### src/rtl/joy_pkg.sv
package joy_pkg;

    typedef struct packed {
        logic sel_act;
        logic sel_dir;
    } joy_sel_t;

    typedef struct packed {
        logic idle;
        logic pulse;
    } joy_irq_t;

endpackage

### src/rtl/joy_sel_latch.sv
module joy_sel_latch #(
    parameter int DATA_W  = 8,
    parameter int ACT_BIT = 5,
    parameter int DIR_BIT = 4
) (
    input  logic              clk,
    input  logic              rst_n,
    input  logic              wr_en,
    input  logic [DATA_W-1:0] wr_data,
    output logic              sel_act,
    output logic              sel_dir
);
    import joy_pkg::*;

    joy_sel_t st_d, st_q;

    always_comb begin
        st_d = st_q;
        if (wr_en) begin
            st_d.sel_act = wr_data[ACT_BIT];
            st_d.sel_dir = wr_data[DIR_BIT];
        end
    end

    always_ff @(posedge clk) begin
        if (!rst_n) begin
            st_q <= '{sel_act: 1'b1, sel_dir: 1'b1};
        end else begin
            st_q <= st_d;
        end
    end

    assign sel_act = st_q.sel_act;
    assign sel_dir = st_q.sel_dir;

    AST_SEL_LOAD: assert property (@(posedge clk) disable iff (!rst_n)
        wr_en |=> (sel_act == $past(wr_data[ACT_BIT]) && sel_dir == $past(wr_data[DIR_BIT])))
        else $error("select bits not loaded");

    AST_SEL_KEEP: assert property (@(posedge clk) disable iff (!rst_n)
        (!wr_en && $past(rst_n)) |=> $stable({sel_act, sel_dir}))
        else $error("select bits changed without a write");

endmodule

### src/rtl/joy_dir_filter.sv
module joy_dir_filter #(
    parameter int GRP_W = 4
) (
    input  logic [GRP_W-1:0] dir_raw,
    input  logic             bypass,
    output logic [GRP_W-1:0] dir_clean
);
    localparam int POS_DOWN  = 3;
    localparam int POS_UP    = 2;
    localparam int POS_LEFT  = 1;
    localparam int POS_RIGHT = 0;

    always_comb begin
        dir_clean = dir_raw;
        if (!bypass) begin
            if (dir_raw[POS_UP])   dir_clean[POS_DOWN]  = 1'b0;
            if (dir_raw[POS_LEFT]) dir_clean[POS_RIGHT] = 1'b0;
        end
    end

    always_comb begin
        if (!bypass) begin
            AST_NO_OPPOSE: assert (!(dir_clean[POS_DOWN] && dir_clean[POS_UP]) &&
                                   !(dir_clean[POS_LEFT] && dir_clean[POS_RIGHT]))
                else $error("opposing directions escaped");
        end else begin
            AST_BYPASS_RAW: assert (dir_clean == dir_raw)
                else $error("bypass altered directions");
        end
    end

endmodule

### src/rtl/joy_nibble_merge.sv
module joy_nibble_merge #(
    parameter int GRP_W = 4
) (
    input  logic             sel_act,
    input  logic             sel_dir,
    input  logic [GRP_W-1:0] act_btn,
    input  logic [GRP_W-1:0] dir_btn,
    input  logic             multi_req,
    output logic [GRP_W-1:0] nibble
);
    localparam logic [GRP_W-1:0] NIB_FULL = {GRP_W{1'b1}};

    always_comb begin
        nibble = NIB_FULL;
        if (sel_act && sel_dir) begin
            nibble = NIB_FULL - GRP_W'(multi_req);
        end else begin
            if (!sel_act) nibble = nibble & ~act_btn;
            if (!sel_dir) nibble = nibble & ~dir_btn;
        end
    end

    always_comb begin
        if (sel_act && sel_dir) begin
            AST_IDLE_ID: assert (nibble[GRP_W-1:1] == NIB_FULL[GRP_W-1:1] && nibble[0] == !multi_req)
                else $error("idle nibble wrong");
        end
        if (!sel_act && sel_dir) begin
            AST_ACT_ONLY: assert ((nibble & act_btn) == '0)
                else $error("pressed action bit not cleared");
        end
    end

endmodule

### src/rtl/joy_irq_edge.sv
module joy_irq_edge #(
    parameter int GRP_W = 4
) (
    input  logic             clk,
    input  logic             rst_n,
    input  logic [GRP_W-1:0] nibble,
    output logic             irq
);
    import joy_pkg::*;

    localparam logic [GRP_W-1:0] NIB_FULL = {GRP_W{1'b1}};

    joy_irq_t st_d, st_q;
    logic     active;

    assign active = (nibble != NIB_FULL);

    always_comb begin
        st_d       = st_q;
        st_d.idle  = !active;
        st_d.pulse = st_q.idle && active;
    end

    always_ff @(posedge clk) begin
        if (!rst_n) begin
            st_q <= '{idle: 1'b1, pulse: 1'b0};
        end else begin
            st_q <= st_d;
        end
    end

    assign irq = st_q.pulse;

    AST_IRQ_ONE: assert property (@(posedge clk) disable iff (!rst_n)
        irq |=> !irq) else $error("irq longer than one cycle");

    AST_IRQ_SRC: assert property (@(posedge clk) disable iff (!rst_n)
        irq |-> ($past(nibble) != NIB_FULL)) else $error("irq without active nibble");

    AST_IRQ_HOLD: assert property (@(posedge clk) disable iff (!rst_n)
        ($past(rst_n) && active && $past(nibble) != NIB_FULL) |=> !irq)
        else $error("irq repeated while held");

endmodule

### src/rtl/joypad_matrix_reg.sv
module joypad_matrix_reg #(
    parameter int GRP_W  = 4,
    parameter int DATA_W = 8
) (
    input  logic                 clk,
    input  logic                 rst_n,
    input  logic                 wr_en,
    input  logic [DATA_W-1:0]    wr_data,
    input  logic [2*GRP_W-1:0]   btn_raw,
    input  logic                 dir_bypass,
    input  logic                 multi_req,
    output logic [DATA_W-1:0]    rd_data,
    output logic                 irq
);
    localparam int PAD_W   = DATA_W - GRP_W - 2;
    localparam int DIR_BIT = GRP_W;
    localparam int ACT_BIT = GRP_W + 1;

    logic             sel_act, sel_dir;
    logic [GRP_W-1:0] dir_clean;
    logic [GRP_W-1:0] nibble;

    joy_sel_latch #(.DATA_W(DATA_W), .ACT_BIT(ACT_BIT), .DIR_BIT(DIR_BIT)) u_sel (
        .clk(clk), .rst_n(rst_n), .wr_en(wr_en), .wr_data(wr_data),
        .sel_act(sel_act), .sel_dir(sel_dir)
    );

    joy_dir_filter #(.GRP_W(GRP_W)) u_filt (
        .dir_raw(btn_raw[2*GRP_W-1:GRP_W]), .bypass(dir_bypass), .dir_clean(dir_clean)
    );

    joy_nibble_merge #(.GRP_W(GRP_W)) u_merge (
        .sel_act(sel_act), .sel_dir(sel_dir),
        .act_btn(btn_raw[GRP_W-1:0]), .dir_btn(dir_clean),
        .multi_req(multi_req), .nibble(nibble)
    );

    joy_irq_edge #(.GRP_W(GRP_W)) u_irq (
        .clk(clk), .rst_n(rst_n), .nibble(nibble), .irq(irq)
    );

    assign rd_data = {{PAD_W{1'b1}}, sel_act, sel_dir, nibble};

    AST_RD_TRACKS_SEL: assert property (@(posedge clk) disable iff (!rst_n)
        wr_en |=> (rd_data[ACT_BIT:DIR_BIT] == $past(wr_data[ACT_BIT:DIR_BIT])))
        else $error("read does not reflect written select");

endmodule

### config.mk
export PLATFORM = sky130hd
export DESIGN_NAME = joypad_matrix_reg
export DESIGN_NICKNAME = d
export VERILOG_FILES = /design/src/rtl/joy_pkg.sv /design/src/rtl/joy_sel_latch.sv /design/src/rtl/joy_dir_filter.sv /design/src/rtl/joy_nibble_merge.sv /design/src/rtl/joy_irq_edge.sv /design/src/rtl/joypad_matrix_reg.sv
export SDC_FILE = /design/constraint.sdc
export NUM_CORES = 1
export LEC_CHECK = 0
export BUFFER_PORTS_ARGS = -buffer_cell sky130_fd_sc_hd__buf_2
export CAP_MARGIN = 20
export CELL_PAD_IN_SITES_DETAIL_PLACEMENT = 1
export CELL_PAD_IN_SITES_GLOBAL_PLACEMENT = 1
export CORE_MARGIN = 10
export CORE_UTILIZATION = 18
export CTS_CLUSTER_SIZE = 16
export DETAILED_ROUTE_END_ITERATION = 8
export PLACE_DENSITY_LB_ADDON = 0.08
export SETUP_SLACK_MARGIN = 0.5
export SLEW_MARGIN = 10
export SYNTH_ARGS = -nofsm -noshare
export SYNTH_HDL_FRONTEND = slang
export SYNTH_SLANG_ARGS = --single-unit
### constraint.sdc
create_clock -name clk -period 1.5 [get_ports clk]
set_clock_uncertainty 0.15 [all_clocks]
set_input_delay 0.225 -clock clk [delete_from_list [all_inputs] [get_ports clk]]
set_output_delay 0.225 -clock clk [all_outputs]
set_load 0.05 [all_outputs]
==> results.toml <==
[outcome]
status = "finished with violations"
violations = "setup timing"

[yosys]
synth.avg_cell_area_um2 = 8.30
ys_seq_area_share_pct = 32.2
synth_seq_cells = 4
ys_warn_count = 0
syn_area_um2 = 249
synth_cell_types = 18
syn-instance-count = 30

[layout]
drive_gt1_share_pct = 74.1
fin_cells = 73
n_fill_cell = 162
seqCellArea_um2 = 86.3
multiInputGateArea_um2 = 196
finalInstanceArea_um2 = 562
syn2layout_area_growth_pct = 126
n_antenna_cell = 0
postLayoutCoreUtil_pct = 43.2
nets = 81

[worst_setup_path]
end_kind = "primary output"
path_buf_inv = 1
cp_slowest_cell = "dfxtp_4"
worstPathMaxFanout = 5
crit_required_ns = 1.12
arrival_ns = 1.16
path_cells = "and3_4, a311oi_4, buf_6"
max_stage_delay_ns = 0.35
critPathLaunchType = "register"
cp_top_family = "flip-flops"
critical_path_class = "reg -> out"

[clock_network]
clock_path_buffers = 2
clk_latency_ns = 0.23
cts_buffers = 3
htreeDepth = 1
clock_sinks = 4
cts.root.buffer_cell = "clkbuf_4"
clk_pin_slew_ns = 0.03
cts_tree = "built"

[timing]
slew_viol_final = 0
final-setup-viol-count = 1
finalCritPeriodShare_pct = 102
timing.fmax_mhz = 653
hold_viol = 0
rsz0062_at_grt = "true"
min_period_ns = 1.53
fin_hold_ws_ns = 0.0875
setup_slack_ns = -0.0310

[grt]
grtUsageTotal_pct = 7.00
grt_pass1_wl_um = 1730
grt_overflow_total = 0
grt_max_degree = 6
grt_pass1_vias = 392
antenna_found_initial = 0

[pwr]
seq_power_share_pct = 25.4
swShare_pct = 36.8
clock_power_share_pct = 26.7
cellPowerDensity_nw_per_um2 = 870
peakVddDrop_uv = 375
p_int_uw = 309
p_sw_uw = 180
power_leakage_nw = 0.256
p_comb_share_pct = 47.9

[drt]
route.detailed.drc = 0
wl_per_cell_um = 15.3
drtAntennaViolNets = 0
via_per_inst = 4.47
first_pass_iters = 2
wirelength_um = 1120
num_vias = 326
drt_first_iter_violations = 2

[job]
maxCapViolCount = 0

[floorplanning]
die_y_um = 57.2
coreArea_um2 = 1300
dieArea_um2 = 3270
io_pins = 30
row_count = 13
start_util_pct = 19.1
fp.dieW_um = 57.2

[place]
placed_cells = 64
gp_congestion = 0.638
placed_cell_area_um2 = 407
port_buffers = 21
place_ws_ns = -0.0195
place_hpwl_um = 906

[hold_path]
hold_path.class = "in -> reg"
==> per-stage QoR <==
stage	total power, mW	setup TNS (ns)
5_1_grt	0.520	-0.163
6_report	0.489	-0.0310
2_1_floorplan	0.252	0
3_3_place_gp	0.295	-0.0244
4_1_cts	0.485	-0.0435
3_5_place_dp	0.299	-0.0195
==> path summary, 6_finish.rpt <==
path | to | start | cells past startpoint | slack, ns
min reg2reg | u_irq.irq | u_irq.st_q[1] | 2 | 0.32
max | rd_data[0] | u_sel.sel_act | 3 | -0.03
max reg2reg | u_irq.st_q[1] | u_sel.sel_act | 5 | 0.16
min | u_sel.sel_act | wr_data[5] | 3 | 0.09
==> power by group through the flow <==
stage	logic, mW	registers, mW	clock network (mW)
5_1_grt	0.247	0.126	0.148
4_1_cts	0.223	0.124	0.138
6_report	0.234	0.124	0.130
3_5_place_dp	0.173	0.125	0
2_1_floorplan	0.117	0.135	0
3_3_place_gp	0.170	0.125	0
==> cells by family (layout without fill, tap and decap cells) <==
group | count (synthesis) | after routing | synth area share [%]
AO/OA/AOI/OAI | 9 | 9 | 31.2
buffers and inverters | 7 | 34 | 16.6
flip-flops | 4 | 4 | 32.2
other | 1 | 2 | 1.51
AND/OR/NAND/NOR | 9 | 9 | 18.6
==> registers in the layout (all words and copies together) (netlist names) <==
register	flops
u_sel.sel_dir	1
u_sel.sel_act	1
u_irq.irq	1
u_irq.st_q	1
==> cell usage in the layout (no fill, tap or decap) <==
master     n
a22oi_2    2
a311oi_4   1
a31o_1     1
a31oi_4    1
a32oi_4    1
and3_4     1
buf_2     14
buf_4      4
buf_6      7
buf_8      3
clkbuf_4   3
conb_1     2
dfxtp_1    1
dfxtp_2    2
dfxtp_4    1
inv_1      1
inv_2      1
inv_4      1
nand2_1    3
nand2b_1   1
nand2b_4   1
nor2_1     2
nor2b_1    1
o211ai_1   2
o22a_1     1
==> layer usage <==
layer	GRT usage, %	vias to the layer above	share of wire, %
li1	-	159	-
met1	5.04	152	32
met2	13.2	13	58
met3	4.65	2	9.4
met4	4.03	0	0.89
met5	0	-	0
==> Yosys cell counts (all sizes together) <==
cell,number,area (µm²)
conb,1,3.75
buf,4,30.0
nand2,3,11.3
a311oi,1,15.0
nor2b,1,6.26
a32oi,1,8.76
inv,3,11.3
and3,1,6.26
dfxtp,4,80.1
a31o,1,8.76
a31oi,1,6.26
nor2,2,7.51
nand2b,2,15.0
a22oi,2,15.0
o22a,1,8.76
o211ai,2,15.0
==> final cells by class <==
| type | count | area share [%] |
|---|---|---|
| repair buffers | 28 | 39.9 |
| multi-input cells | 20 | 35.0 |
| flip-flops and latches | 4 | 15.4 |
| clock buffers | 3 | 4.01 |
| well taps | 15 | 3.34 |
| inverters | 3 | 2.45 |
==> worst register-to-register path, stage by stage (launching register included) <==
cell and delay [ns]:
dfxtp_4 0.35, nor2b_1 0.19, a311oi_4 0.07, buf_4 0.16, buf_6 0.11, a31o_1 0.20
==> repair_timing <==
item / 4_1_cts / 5_1_grt
resized for setup: 22 / 3
pin swaps: 1 / 1
hold endpoints to repair: 0 / 0
buffers inserted: 5 / 1
endpoints found under the setup margin: 9 / 9
hold buffers: 0 / 0
No activity file was read; power rests on OpenSTA's default activity.
